**config.mk**
```make
export PLATFORM = sky130hd
export DESIGN_NAME = i2c_cmd_master
export DESIGN_NICKNAME = d
export VERILOG_FILES = /design/src/rtl/i2cm_pkg.sv /design/src/rtl/i2cm_ctrl.sv /design/src/rtl/i2cm_data.sv /design/src/rtl/i2c_cmd_master.sv
export SDC_FILE = /design/constraint.sdc
export NUM_CORES = 1
export LEC_CHECK = 0
export ABC_AREA = 1
export BUFFER_PORTS_ARGS = -buffer_cell sky130_fd_sc_hd__buf_2
export CORE_MARGIN = 1.5
export CORE_UTILIZATION = 50
export DETAILED_ROUTE_END_ITERATION = 8
export PLACE_DENSITY = 0.83
export SYNTH_ARGS = -nofsm -noshare
export SYNTH_HDL_FRONTEND = slang
export SYNTH_HIERARCHICAL = 1
export SYNTH_SLANG_ARGS = --single-unit
```
**constraint.sdc**
```tcl
create_clock -name clk -period 2.4 [get_ports clk]
set_input_delay 0.12 -clock clk [delete_from_list [all_inputs] [get_ports clk]]
set_output_delay 0.12 -clock clk [all_outputs]
set_load 0.05 [all_outputs]
```
**src/rtl/i2cm_pkg.sv**
```systemverilog
package i2cm_pkg;

  typedef enum logic [2:0] {
    OP_IDLE,
    OP_START,
    OP_RESTART,
    OP_STOP,
    OP_WRITE,
    OP_READ,
    OP_ACK
  } opKind_e;

  // strobes from the sequencer to the datapath, all single-cycle
  typedef struct packed {
    logic bufLoad;
    logic wcolSet;
    logic ackLoad;
    logic shiftOut;
    logic shiftIn;
    logic ackLatch;
    logic rxCommit;
    logic finish;
    logic collide;
  } dpStrobe_t;

endpackage

```
**src/rtl/i2cm_ctrl.sv**
```systemverilog
module i2cm_ctrl
  import i2cm_pkg::*;
#(
  parameter int DIV_W  = 7,
  parameter int DATA_W = 8
) (
  input  logic             clk,
  input  logic             rstN,
  input  logic             enable,
  input  logic [DIV_W-1:0] divisor,
  input  logic             cmdStart,
  input  logic             cmdRestart,
  input  logic             cmdStop,
  input  logic             cmdRecv,
  input  logic             cmdAck,
  input  logic             bufWrite,
  input  logic             busFree,
  input  logic             sclIn,
  input  logic             sdaIn,
  input  logic             shiftMsb,
  input  logic             ackDrive,
  output dpStrobe_t        strb,
  output logic             sclOe,
  output logic             sdaOe,
  output logic             busy
);

  localparam int STEP_W = $clog2(2 * DATA_W + 3);
  localparam int BIT_W  = STEP_W - 1;
  localparam logic [STEP_W-1:0] LAST_WRITE = STEP_W'(2 * (DATA_W + 1));
  localparam logic [STEP_W-1:0] LAST_READ  = STEP_W'(2 * DATA_W);

  opKind_e           op;
  opKind_e           nextOp;
  logic [STEP_W-1:0] step;
  logic [STEP_W-1:0] lastStep;
  logic [DIV_W-1:0]  baudCnt;
  logic [BIT_W-1:0]  bitIdx;
  logic              highHalf;
  logic              finalStep;
  logic              dataBit;
  logic              bitOp;
  logic              sclPull;
  logic              sdaPull;
  logic              sclHold;
  logic              sdaHold;
  logic              stall;
  logic              tick;
  logic              collideNow;
  logic              idle;

  assign busy      = (op != OP_IDLE);
  assign idle      = enable && !busy;
  assign bitIdx    = step[STEP_W-1:1];
  assign highHalf  = step[0];
  assign finalStep = (step == lastStep);
  assign dataBit   = (bitIdx < BIT_W'(DATA_W));
  assign bitOp     = (op == OP_WRITE) || (op == OP_READ) || (op == OP_ACK);

  always_comb begin
    unique case (op)
      OP_RESTART: lastStep = STEP_W'(3);
      OP_WRITE:   lastStep = LAST_WRITE;
      OP_READ:    lastStep = LAST_READ;
      default:    lastStep = STEP_W'(2);
    endcase
  end

  // line levels per operation and step (1 = pull low)
  always_comb begin
    sclPull = 1'b0;
    sdaPull = 1'b0;
    unique case (op)
      OP_START: begin
        sclPull = (step == STEP_W'(2));
        sdaPull = (step != STEP_W'(0));
      end
      OP_RESTART: begin
        sclPull = (step == STEP_W'(0)) || (step == STEP_W'(3));
        sdaPull = (step >= STEP_W'(2));
      end
      OP_STOP: begin
        sclPull = (step == STEP_W'(0));
        sdaPull = (step != STEP_W'(2));
      end
      OP_WRITE: begin
        sclPull = !highHalf;
        sdaPull = dataBit && !shiftMsb;
      end
      OP_READ: begin
        sclPull = !highHalf;
        sdaPull = 1'b0;
      end
      OP_ACK: begin
        sclPull = !highHalf;
        sdaPull = ackDrive;
      end
      default: begin
        sclPull = 1'b0;
        sdaPull = 1'b0;
      end
    endcase
  end

  assign sclOe = enable && (busy ? sclPull : sclHold);
  assign sdaOe = enable && (busy ? sdaPull : sdaHold);

  // a released clock that reads low is held by a slave
  assign stall = busy && !sclPull && !sclIn;
  assign tick  = busy && (baudCnt == '0) && !stall;

  assign collideNow = tick && (
      ((op == OP_START) && (step == STEP_W'(0)) && (!sdaIn || !sclIn)) ||
      ((op == OP_WRITE) && highHalf && dataBit && shiftMsb && !sdaIn) ||
      ((op == OP_STOP)  && (step == STEP_W'(2)) && !sdaIn));

  // one command per idle cycle, fixed priority
  always_comb begin
    nextOp = OP_IDLE;
    if (idle) begin
      if (bufWrite)        nextOp = OP_WRITE;
      else if (cmdStart)   nextOp = busFree ? OP_START : OP_IDLE;
      else if (cmdRestart) nextOp = OP_RESTART;
      else if (cmdStop)    nextOp = OP_STOP;
      else if (cmdAck)     nextOp = OP_ACK;
      else if (cmdRecv)    nextOp = OP_READ;
    end
  end

  always_comb begin
    strb          = '0;
    strb.bufLoad  = (nextOp == OP_WRITE);
    strb.ackLoad  = (nextOp == OP_ACK);
    strb.wcolSet  = enable && busy && bufWrite;
    strb.shiftOut = tick && (op == OP_WRITE) && highHalf && dataBit && !collideNow;
    strb.shiftIn  = tick && (op == OP_READ) && highHalf && dataBit;
    strb.ackLatch = tick && (op == OP_WRITE) && highHalf && (bitIdx == BIT_W'(DATA_W));
    strb.rxCommit = tick && (op == OP_READ) && finalStep;
    strb.finish   = tick && finalStep && !collideNow;
    strb.collide  = collideNow;
  end

  always_ff @(posedge clk or negedge rstN) begin
    if (!rstN) begin
      op      <= OP_IDLE;
      step    <= '0;
      baudCnt <= '0;
      sclHold <= 1'b0;
      sdaHold <= 1'b0;
    end else if (!enable) begin
      op      <= OP_IDLE;
      sclHold <= 1'b0;
      sdaHold <= 1'b0;
    end else if (!busy) begin
      if (nextOp != OP_IDLE) begin
        op      <= nextOp;
        step    <= '0;
        baudCnt <= divisor;
      end
    end else if (tick) begin
      baudCnt <= divisor;
      if (collideNow) begin
        op      <= OP_IDLE;
        sclHold <= 1'b0;
        sdaHold <= 1'b0;
      end else if (finalStep) begin
        op      <= OP_IDLE;
        sclHold <= sclPull;
        sdaHold <= sdaPull;
      end else begin
        step <= step + 1'b1;
      end
    end else if (!stall) begin
      baudCnt <= baudCnt - 1'b1;
    end
  end

  AST_STALL_HOLDS_COUNT: assert property (@(posedge clk) disable iff (!rstN)
    (busy && !sclPull && !sclIn) |=> $stable(baudCnt));

  AST_COLLIDE_RELEASES: assert property (@(posedge clk) disable iff (!rstN)
    strb.collide |=> (!sclOe && !sdaOe && !busy));

  AST_SDA_STEADY_SCL_HIGH: assert property (@(posedge clk) disable iff (!rstN)
    (busy && bitOp && !sclPull && $past(busy) && $past(!sclPull)) |-> $stable(sdaPull));

endmodule

```
**src/rtl/i2cm_data.sv**
```systemverilog
module i2cm_data
  import i2cm_pkg::*;
#(
  parameter int DATA_W = 8
) (
  input  logic              clk,
  input  logic              rstN,
  input  logic              enable,
  input  logic              flagClear,
  input  dpStrobe_t         strb,
  input  logic [DATA_W-1:0] wrData,
  input  logic              ackValue,
  input  logic              sclIn,
  input  logic              sdaIn,
  output logic [DATA_W-1:0] bufData,
  output logic              shiftMsb,
  output logic              ackDrive,
  output logic              ackStatus,
  output logic              eventFlag,
  output logic              wcol,
  output logic              bcol,
  output logic              startSeen,
  output logic              stopSeen,
  output logic              busFree
);

  logic [DATA_W-1:0] shiftReg;
  logic [DATA_W-1:0] bufReg;
  logic              sclQ;
  logic              sdaQ;
  logic              startEdge;
  logic              stopEdge;

  assign bufData  = bufReg;
  assign shiftMsb = shiftReg[DATA_W-1];
  assign busFree  = stopSeen || !startSeen;

  assign startEdge = sclQ && sclIn && sdaQ && !sdaIn;
  assign stopEdge  = sclQ && sclIn && !sdaQ && sdaIn;

  always_ff @(posedge clk or negedge rstN) begin
    if (!rstN) begin
      shiftReg  <= '0;
      bufReg    <= '0;
      ackDrive  <= 1'b0;
      ackStatus <= 1'b0;
    end else begin
      if (strb.bufLoad)
        shiftReg <= wrData;
      else if (strb.shiftOut)
        shiftReg <= {shiftReg[DATA_W-2:0], 1'b0};
      else if (strb.shiftIn)
        shiftReg <= {shiftReg[DATA_W-2:0], sdaIn};

      if (strb.bufLoad)       bufReg <= wrData;
      else if (strb.rxCommit) bufReg <= shiftReg;

      if (strb.ackLoad)  ackDrive  <= !ackValue;
      if (strb.ackLatch) ackStatus <= sdaIn;
    end
  end

  always_ff @(posedge clk or negedge rstN) begin
    if (!rstN) begin
      eventFlag <= 1'b0;
      wcol      <= 1'b0;
      bcol      <= 1'b0;
    end else begin
      eventFlag <= strb.finish  || (eventFlag && !flagClear);
      wcol      <= strb.wcolSet || (wcol && !flagClear);
      bcol      <= strb.collide || (bcol && !flagClear);
    end
  end

  always_ff @(posedge clk or negedge rstN) begin
    if (!rstN) begin
      sclQ      <= 1'b1;
      sdaQ      <= 1'b1;
      startSeen <= 1'b0;
      stopSeen  <= 1'b0;
    end else begin
      sclQ <= sclIn;
      sdaQ <= sdaIn;
      if (!enable) begin
        startSeen <= 1'b0;
        stopSeen  <= 1'b0;
      end else if (startEdge) begin
        startSeen <= 1'b1;
        stopSeen  <= 1'b0;
      end else if (stopEdge) begin
        startSeen <= 1'b0;
        stopSeen  <= 1'b1;
      end
    end
  end

  AST_WCOL_KEEPS_BUF: assert property (@(posedge clk) disable iff (!rstN)
    (strb.wcolSet && !strb.rxCommit) |=> $stable(bufReg));

  AST_SEEN_EXCLUSIVE: assert property (@(posedge clk) disable iff (!rstN)
    !(startSeen && stopSeen));

  AST_ACK_SAMPLE_SCL_HIGH: assert property (@(posedge clk) disable iff (!rstN)
    strb.ackLatch |-> sclIn);

endmodule

```
**src/rtl/i2c_cmd_master.sv**
```systemverilog
module i2c_cmd_master
  import i2cm_pkg::*;
#(
  parameter int DIV_W  = 7,
  parameter int DATA_W = 8
) (
  input  logic              clk,
  input  logic              rstN,
  input  logic              enable,
  input  logic [DIV_W-1:0]  divisor,
  input  logic              flagClear,
  input  logic              cmdStart,
  input  logic              cmdRestart,
  input  logic              cmdStop,
  input  logic              cmdRecv,
  input  logic              cmdAck,
  input  logic              ackValue,
  input  logic              bufWrite,
  input  logic [DATA_W-1:0] wrData,
  input  logic              sclIn,
  input  logic              sdaIn,
  output logic              sclOe,
  output logic              sdaOe,
  output logic              busy,
  output logic [DATA_W-1:0] bufData,
  output logic              ackStatus,
  output logic              eventFlag,
  output logic              wcol,
  output logic              bcol,
  output logic              startSeen,
  output logic              stopSeen
);

  dpStrobe_t strb;
  logic      busFree;
  logic      shiftMsb;
  logic      ackDrive;

  i2cm_ctrl #(.DIV_W(DIV_W), .DATA_W(DATA_W)) uCtrl (
    .clk        (clk),
    .rstN       (rstN),
    .enable     (enable),
    .divisor    (divisor),
    .cmdStart   (cmdStart),
    .cmdRestart (cmdRestart),
    .cmdStop    (cmdStop),
    .cmdRecv    (cmdRecv),
    .cmdAck     (cmdAck),
    .bufWrite   (bufWrite),
    .busFree    (busFree),
    .sclIn      (sclIn),
    .sdaIn      (sdaIn),
    .shiftMsb   (shiftMsb),
    .ackDrive   (ackDrive),
    .strb       (strb),
    .sclOe      (sclOe),
    .sdaOe      (sdaOe),
    .busy       (busy)
  );

  i2cm_data #(.DATA_W(DATA_W)) uData (
    .clk       (clk),
    .rstN      (rstN),
    .enable    (enable),
    .flagClear (flagClear),
    .strb      (strb),
    .wrData    (wrData),
    .ackValue  (ackValue),
    .sclIn     (sclIn),
    .sdaIn     (sdaIn),
    .bufData   (bufData),
    .shiftMsb  (shiftMsb),
    .ackDrive  (ackDrive),
    .ackStatus (ackStatus),
    .eventFlag (eventFlag),
    .wcol      (wcol),
    .bcol      (bcol),
    .startSeen (startSeen),
    .stopSeen  (stopSeen),
    .busFree   (busFree)
  );

endmodule

```
==> After elaboration in Yosys (flattened, before gate mapping) <==
Index checks and enable logic that the tools add are counted.
{ "word_totals": {"output_inout_bits": 17, "reg_bits": 42, "in_bits": 28, "word_cells": 164} }
{ "classes": {"add_sub_neg": 2, "n_reduce_logical": 71, "n_lt_le_gt_ge": 2, "eq_ne": 24, "muxes": 49} }
{ "ops": {"columns": ["cell", "n"], "rows": [
  ["2-to-1 mux 8 bit", 5],
  ["2-to-1 mux 3 bit", 13],
  ["logical AND 1 bit", 38],
  ["2-to-1 mux 7 bit", 4],
  ["2-to-1 mux 5 bit", 5],
  ["2-to-1 mux 1 bit", 19],
  ["equality test 3 bit, second input constant", 5],
  ["one-hot mux 5 bit (3 select lines)", 1],
  ["logical NOT 1 bit", 12],
  ["equality test 5 x 2 -> 1 bit, second input constant", 2],
  ["!= test 3 x 1 -> 1 bit, second input constant", 3],
  ["AND reduction 3 bit", 3],
  ["nonzero test 3 bit", 3],
  ["logical OR 1 bit", 8],
  ["logical NOT 7 bit", 1],
  ["subtractor 7 x 1 -> 7 bit, second input constant", 1],
  ["equality test 3 x 2 -> 1 bit, second input constant", 2],
  ["!= test 2 bit, second input constant", 3],
  ["!= test 3 bit, second input constant", 2],
  ["adder 5 x 1 -> 5 bit, second input constant", 1],
  ["equality test 5 bit", 1],
  [">= comparator 5 x 2 -> 1 bit, second input constant", 1],
  ["logical NOT 5 bit", 1],
  ["!= test 5 x 2 -> 1 bit, second input constant", 1],
  ["11 further kinds", 13]
]} }

==> Depth between registers and ports, before layout <==
Gate-level depths: netlist of run 1.
{ "depth": {"ltp_word": 14, "depth_mapped": 16, "depth_no_buf": 15} }

==> Hierarchy <==
Netlist of run 1, hierarchy kept.
{ "by_module_without_submodules": {"columns": ["mod", "cells_each", "instances", "area_each_um2", "seq_area_each_um2"], "rows": [
  ["i2cm_ctrl", 231, 1, 1614.0, 425.4],
  ["i2cm_data", 122, 1, 1086.0, 628.1]
]} }

==> Least setup slack after synthesis of run 1 <==
Ideal clock, no wire load.
{ "synth_timing": {"kind": "register to output", "startpoint": "register uCtrl.op[2]", "endpoint": "output sclOe", "stages_incl_launch_ff": 6, "required_time_ps": 2280, "t_arrival_ps": 1963, "setup_slack_ps": 317, "n_path_buf": 2, "cell_sequence": "dfrtp_1 -> buf_6 -> nor3_4 -> inv_1 -> buf_2 -> a21oi_1"} }
{ "synth_between": {"word_cells_on_any_way": 11, "cone_classes": "eq/ne: 6; mux: 2; reduce/logical: 3"} }
{ "synth_lines": {"columns": ["item", "line_no", "rtl"], "rows": [
  ["start, declared", "i2cm_ctrl.sv:33", "opKind_e op;"],
  ["start signal, assigned", "i2cm_ctrl.sv:156", "op <= nextOp;"],
  ["nonzero test 3 bit", "i2cm_ctrl.sv:52", "assign busy = (op != OP_IDLE);"],
  ["net busy", "i2c_cmd_master.sv:24", "output logic busy,"],
  ["2-to-1 mux 1 bit", "i2cm_ctrl.sv:105", "assign sclOe = enable && (busy ? sclPull : sclHold);"],
  ["logical AND 1 bit", "i2cm_ctrl.sv:105", null],
  ["end, declared", "i2c_cmd_master.sv:22", "output logic sclOe,"]
]} }
The timed path passes the listed nets, and every way through them passes these cells.

==> metrics.yaml, run 1 <==
holdCritPathClass: "in2reg"
drv_slew: 0
p_per_area_nw_per_um2: 1340
switchingPower_mw: 2.13
synth-seq-area-share: 0.390
fin_crit_ns: 2.20
synth_fp_nets: 385
grt_overflow: 0
diodes: 0
antenna_found_initial: 0
finalHoldViolCount: 0
detailed_place_hpwl_um: 4380
grt_pass1_wl_um: 10100
setup_violations: 0
cts_tree: "built"
grt_max_degree: 43
synth-seq-cells: 42
clock_latency_ns: 0.30
clock_sinks: 42
cpMostUsedCell: "inv_1"
final_util: 0.609
syn-cell-area_sq_um: 2700
area_growth_pct: 16.6
cp_slowest_cell: "dfrtp_1"
tightest_slew_ns: 0.936
p_comb_frac: 0.574
drc_errors: 0
power.share.switching: 0.504
cp_top_family: "simple AND/OR/NAND/NOR gates"
synth_edf_count: 0
fp.dieW_um: 76.5
route.vias.total: 2429
cts_inserted_buffers: 5
drtAntennaViolNets: 0
end_kind: "flip-flop"
path_max_fanout: 15
layout.nets: 437
max_stage_delay_ns: 0.48
pwr-share-seq: 0.291
slew_headroom: 0.376
clk_pin_slew_worst_paths_ns: 0.09
fin_crit_sh: 0.916
syn_area_per_cell_sq_um: 7.65
place_congestion: 0.901
core_sq_um: 5170
pwr-share-clk: 0.135
crit_cells: 14
crit_arrival_ns: 2.40
viasPerCell: 5.10
fillCellCount: 454
leakage_nw: 1.59
whs_path_depth: 2
cts_setup_buffers: 0
die_h_um: 76.5
worstRegToRegCells: 14
num_io_pins: 45
yosysUniqueCellTypes: 41
cp-start-kind: "flip-flop"
p_int_mw: 2.09
skew_ns: 0.0109
drt_iter0_drc: 195
peakVddDrop_mv: 0.983
cts_root_buf: "clkbuf_8"
required_ns: 2.60
postRouteWirelength_um: 5820
fmax_mhz: 455
portBuffers: 44
std_cell_rows: 26
outcome: "finished, final reports clean"
initial_utilization: 0.522
drive_above_1_share: 0.283
maxCapViolCount: 0
dieArea_sq_um: 5850
synth_flop_cell: "dfrtp_1"
crit_buf_inv: 3
final.setup.tns_ns: 0
grtUsageTotal: 0.212
htreeDepth: 2
crit_type: "reg2reg"
clockBufferDepth: 2
drtPass1Iterations: 4
rsz0062_at_grt: "no"
post_drt_wl_per_cell_um: 12.2
grt_pass1_vias: 2274
synth_cells: 353
path_cells: "inv_1 -> ha_1 -> nand2_1 -> inv_1 -> nand3_1 -> nand2_2 -> nor2_4 -> nand3_4 -> nand2_4 -> nor3_1 -> nor2_2 -> nand2_4 -> o21ai_0 -> inv_1"
yosys_warnings: 6
async_flop_share: 1.00
-- placed cells by master, fill, tap and decap left out, types with 2 or more instances in the layout --
cell	n
xor2_1	3
nand4_1	2
inv_1	37
nand3_4	2
inv_2	7
o21bai_1	3
nor3_1	2
nand2_4	4
o21a_1	3
ha_1	4
or2_2	2
a21oi_2	5
clkbuf_8	5
o211ai_2	3
nand2_2	11
dlygate4sd3_1	4
buf_2	44
nor2_1	32
nor2_4	2
nor2_2	8
o21ai_0	9
nand2_1	89
buf_4	6
o21ai_1	12
nand3_2	2
xnor2_1	2
dfrtp_1	39
dfstp_2	2
a21oi_1	10
nand3_1	32
nor4_1	3
o21ai_2	2
-- through the flow --
step                      hold slack, ns  cell area (sq um)  worst slack, ns  cells  total power [mW]
after floorplan                   -0.176               2700            0.317    353              3.18
after global placement             0.255               2980            0.256    464              3.56
after detailed placement           0.261               2980            0.164    464              3.63
after CTS                         0.0125               3130            0.135    476              4.22
after global routing              0.0281               3150           0.0233    476              4.56
final                             0.0176               3150            0.202    476              4.22
-- power by group through the flow --
| stage | combinational [mW] | clock [mW] | sequential, mW |
|---|---|---|---|
| 2_1_floorplan | 1.77 | 0 | 1.41 |
| 3_3_place_gp | 2.34 | 0 | 1.22 |
| 3_5_place_dp | 2.40 | 0 | 1.23 |
| 4_1_cts | 2.42 | 0.579 | 1.22 |
| 5_1_grt | 2.68 | 0.614 | 1.27 |
| 6_report | 2.42 | 0.569 | 1.23 |
-- cell families (layout without fill, tap and decap cells) --
kind of cell,Yosys count,in the layout,share of synthesized area
AOI/OAI and AO/OA,51,51,0.126
xor gates and xnor gates,5,5,0.0162
buffers and inverters,57,110,0.107
DFF,42,42,0.390
and+or+nand+nor,194,194,0.342
adders and majority gates,4,4,0.0185
-- layer usage --
metal | track usage | share of wire | vias up
li1 | - | - | 1233
met1 | 0.280 | 0.45 | 1120
met2 | 0.359 | 0.49 | 72
met3 | 0.0443 | 0.057 | 4
met4 | 0.0481 | 0.0079 | 0
met5 | 0 | 0 | -
-- timing repair --
item | CTS | global route
hold endpoints to repair | 38 | 0
resized for setup | 0 | 7
hold buffers | 4 | 0
endpoints found under the setup margin | 0 | 16
-- synth_stat cells, types with 4 or more instances --
cell     instances  area, sq um
a21oi_1         10         50.1
a21oi_2          5         43.8
buf_6            4         45.0
dfrtp_1         40         1000
ha_1             4         50.1
inv_1           37          139
inv_2            8         30.0
nand2_1         89          334
nand2_2         12         75.1
nand3_1         32          160
nor2_1          34          128
nor2_2           7         43.8
o21ai_0         10         50.1
o21ai_1         11         55.1
-- flip-flops by register name, summed over array words and instances, names as in the netlist, 3 cells and up --
register        cells
uData/bufData       8
uData/shiftReg      8
uCtrl/baudCnt       7
uCtrl/step          5
uCtrl/op            3
-- final cells by class --
class	count	area, sq um	area share
clock buffers	5	68.8	0.0219
clock inverters	3	43.8	0.0139
inverters	47	196	0.0624
multi-input cells	254	1370	0.436
flip-flops and latches	42	1050	0.335
well taps	70	87.6	0.0278
repair buffers	55	325	0.103
-- final timing paths --
path,from,end,slack (ns)
max,uCtrl/step[1],uData/shiftReg[0],0.20
min,flagClear,uData/eventFlag,0.02
max reg2reg,uCtrl/step[1],uData/shiftReg[0],0.20
min reg2reg,uData/bufData[4],uData/bufData[4],0.48
max in group asynchronous,rstN,uCtrl/step[0],1.25
min in group asynchronous,rstN,uData/ackDrive,0.49
(Power assumes the default switching activity.)
==> run 2: changes to the inputs <==
--- a/config.mk
+++ b/config.mk
@@ -13,5 +13,4 @@
 export PLACE_DENSITY = 0.83
 export SYNTH_ARGS = -nofsm -noshare
 export SYNTH_HDL_FRONTEND = slang
-export SYNTH_HIERARCHICAL = 1
 export SYNTH_SLANG_ARGS = --single-unit
==> metrics.yaml, run 2 <==
yosysTopAreaCell: "dfrtp_1"
detailed_place_hpwl_um: 4810  # +9.9%
grt_max_degree: 43  # unchanged
p_per_area_nw_per_um2: 1230  # -8.4%
die_h_um: 78.6  # +2.8%
clockBufferDepth: 2  # unchanged
synth_common_cells: "nand2_1, dfrtp_1, inv_1"
postRouteWirelength_um: 6460  # +11%
cp_slowest_cell: "dfrtp_1"
crit_arrival_ns: 2.13  # -0.27 ns
slew_headroom: 0.368  # -0.00821
placed_cell_area_sq_um: 3110  # +4.3%
synth_edf_count: 0  # unchanged
cts_tree: "built"
synth-seq-area-share: 0.368  # -0.0217
final_common_cell: "nand2_1"
cts_root_buf: "clkbuf_8"
drc_errors: 0  # unchanged
whs_endpoint: "uData.ackDrive"
grt_pass1_vias: 2493  # +9.6%
portBuffers: 44  # unchanged
regToRegSetupSlack_ns: 0.21  # about the same
netlist.area_leader.share: 0.350  # -0.0206
peakVddDrop_mv: 0.675  # -31%
stdcell_area_sq_um: 3240  # +3.0%
core_sq_um: 5510  # +6.5%
path_max_fanout: 8  # -7
syn_area_per_cell_sq_um: 7.73  # +1.0%
clock_sinks: 42  # unchanged
grt_pass1_wl_um: 11200  # +10%
rr_endpoint: "uCtrl.step[0]"
std_cell_rows: 27  # +3.8%
drive_above_1_share: 0.228  # -0.0549
yosysUniqueCellTypes: 38  # -7.3%
path_cells: "inv_2 -> ha_1 -> nand2_1 -> nor2_1 -> o21ai_0 -> a211oi_1 -> o21ai_0 -> nand2_1 -> nand2_1 -> buf_2"
synth_fp_nets: 402  # +4.4%
synth-seq-cells: 42  # unchanged
fillCellCount: 494  # +8.8%
setup_violations: 0  # unchanged
num_io_pins: 45  # unchanged
cpMostUsedCell: "nand2_1"
drtAntennaViolNets: 0  # unchanged
setup_ws_ns: 0.145  # -0.0564 ns
maxCapViolCount: 0  # unchanged
pre_cts_ws_ns: 0.215  # +0.0518 ns
diodes: 0  # unchanged
finalHoldViolCount: 0  # unchanged
crit_type: "reg2out"
whs_path_depth: 2  # unchanged
dieArea_sq_um: 6180  # +5.6%
max_stage_delay_ns: 0.47  # about the same
final_cell_mix: "nand2_1, buf_2, dfrtp_1, inv_1, nand3_1"
final.setup.tns_ns: 0  # unchanged
async_flop_share: 1.00  # unchanged
htreeDepth: 2  # unchanged
end_kind: "primary output"
place_congestion: 1.03  # +14%
yosysMostFrequentCell: "nand2_1"
regArea_sq_um: 1050  # -0.12%
synth_flop_cell: "dfrtp_1"
cts_setup_buffers: 0  # unchanged
syn-cell-area_sq_um: 2860  # +5.9%
skew_ns: 0.00463  # -0.00632 ns
tightest_slew_ns: 0.948  # +0.0123 ns
drt_iter0_drc: 150  # -23%
cp-start-kind: "flip-flop"
layout.nets: 447  # +2.3%
post_drt_wl_per_cell_um: 13.2  # +8.3%
hold_start: "ackValue"
yosys_warnings: 0  # -6
worstRegToRegCells: 13  # -1
fin_crit_sh: 0.939  # +0.0235
clock_latency_ns: 0.29  # about the same
initial_utilization: 0.519  # -0.00281
grt_overflow: 0  # unchanged
worst_hold_slack_ns: 0.0128  # -0.00480 ns
grtUsageTotal: 0.225  # +0.0122
required_ns: 2.28  # -0.32 ns
area_growth_pct: 13.5
synth_cells: 370  # +4.8%
leakage_nw: 1.73  # +8.4%
holdCritPathClass: "in2reg"
synth.area.top_cells: "dfrtp_1, nand2_1, nand3_1, inv_1, nand4_1"
fmax_mhz: 444  # -2.5%
antenna_found_initial: 0  # unchanged
cts_inserted_buffers: 5  # unchanged
r2r-start: "uCtrl.step[1]"
clk_pin_slew_worst_paths_ns: 0.08  # about the same
drtPass1Iterations: 4  # unchanged
multi_input_area_sq_um: 1560  # +14%
outcome: "finished, final reports clean"
fin_crit_ns: 2.25  # +0.0564 ns
viasPerCell: 5.45  # +6.8%
fp.dieW_um: 78.6  # +2.8%
rsz0062_at_grt: "no"
drv_slew: 0  # unchanged
route.vias.total: 2659  # +9.5%
## run 2: area by class of cell
class / count / area share
multi-input cells: 273 / 0.481
flip-flops and latches: 42 / 0.325
repair buffers: 49 / 0.0818
inverters: 44 / 0.0517
well taps: 72 / 0.0278
clock buffers: 7 / 0.0235
clock inverters: 1 / 0.00926
## run 2: worst max-delay path by stage
stage | slack (ns) | to | from | depth (start not counted)
after floorplan | 0.51 | uData.shiftReg[0] | uCtrl.step[0] | 14
after detailed placement | 0.22 | uCtrl.step[3] | uCtrl.step[0] | 13
after CTS | 0.14 | sdaOe | uCtrl.step[0] | 10
final | 0.15 | sdaOe | uCtrl.step[0] | 10
after global routing | 0.02 | sdaOe | uCtrl.step[0] | 10
after global placement | 0.34 | uData.shiftReg[4] | uCtrl.step[0] | 14
## run 2: per-stage QoR
stage                     instances   util  power (mW)
after detailed placement        477  0.564        3.41
after global placement          477  0.564        3.33
after CTS                       488  0.589        3.97
after floorplan                 370      -        3.01
final                           488  0.589        3.98
after global routing            488  0.589        4.31
## run 2: power breakdown
part	switching, mW	internal, mW
clock	0.248	0.312
sequential	0.241	0.940
combinational	1.56	0.685
## run 2: repair_timing
action	in CTS	in global routing
endpoints found under the hold margin	3	0
endpoints found under the setup margin	0	22
gates resized for setup	0	2
hold buffers	3	0
## run 2: per-layer routing
layer | track usage | routed length (um)
met5 | 0 | 0
met4 | 0.0643 | 91
met3 | 0.0349 | 376
met2 | 0.387 | 3090
met1 | 0.290 | 2900
## run 2: cells by family (layout without fill, tap and decap cells)
| family | count (synthesis) | count (layout) | share of synthesized area |
|---|---|---|---|
| adder cells (fa/ha/maj) | 4 | 4 | 0.0175 |
| flip-flops | 42 | 42 | 0.368 |
| XOR/XNOR | 5 | 5 | 0.0153 |
| AND/OR/NAND/NOR | 217 | 217 | 0.415 |
| AO/OA/AOI/OAI | 47 | 47 | 0.0972 |
| buffers and inverters | 55 | 101 | 0.0862 |
## run 2: critical path, delay by kind of cell, from the launching register on
kind                       cells  cell delay, ns
AOI/OAI and AO/OA              3            0.41
adders and majority gates      1            0.22
buffers and inverters          2            0.36
DFF                            1            0.47
and+or+nand+nor                4            0.38
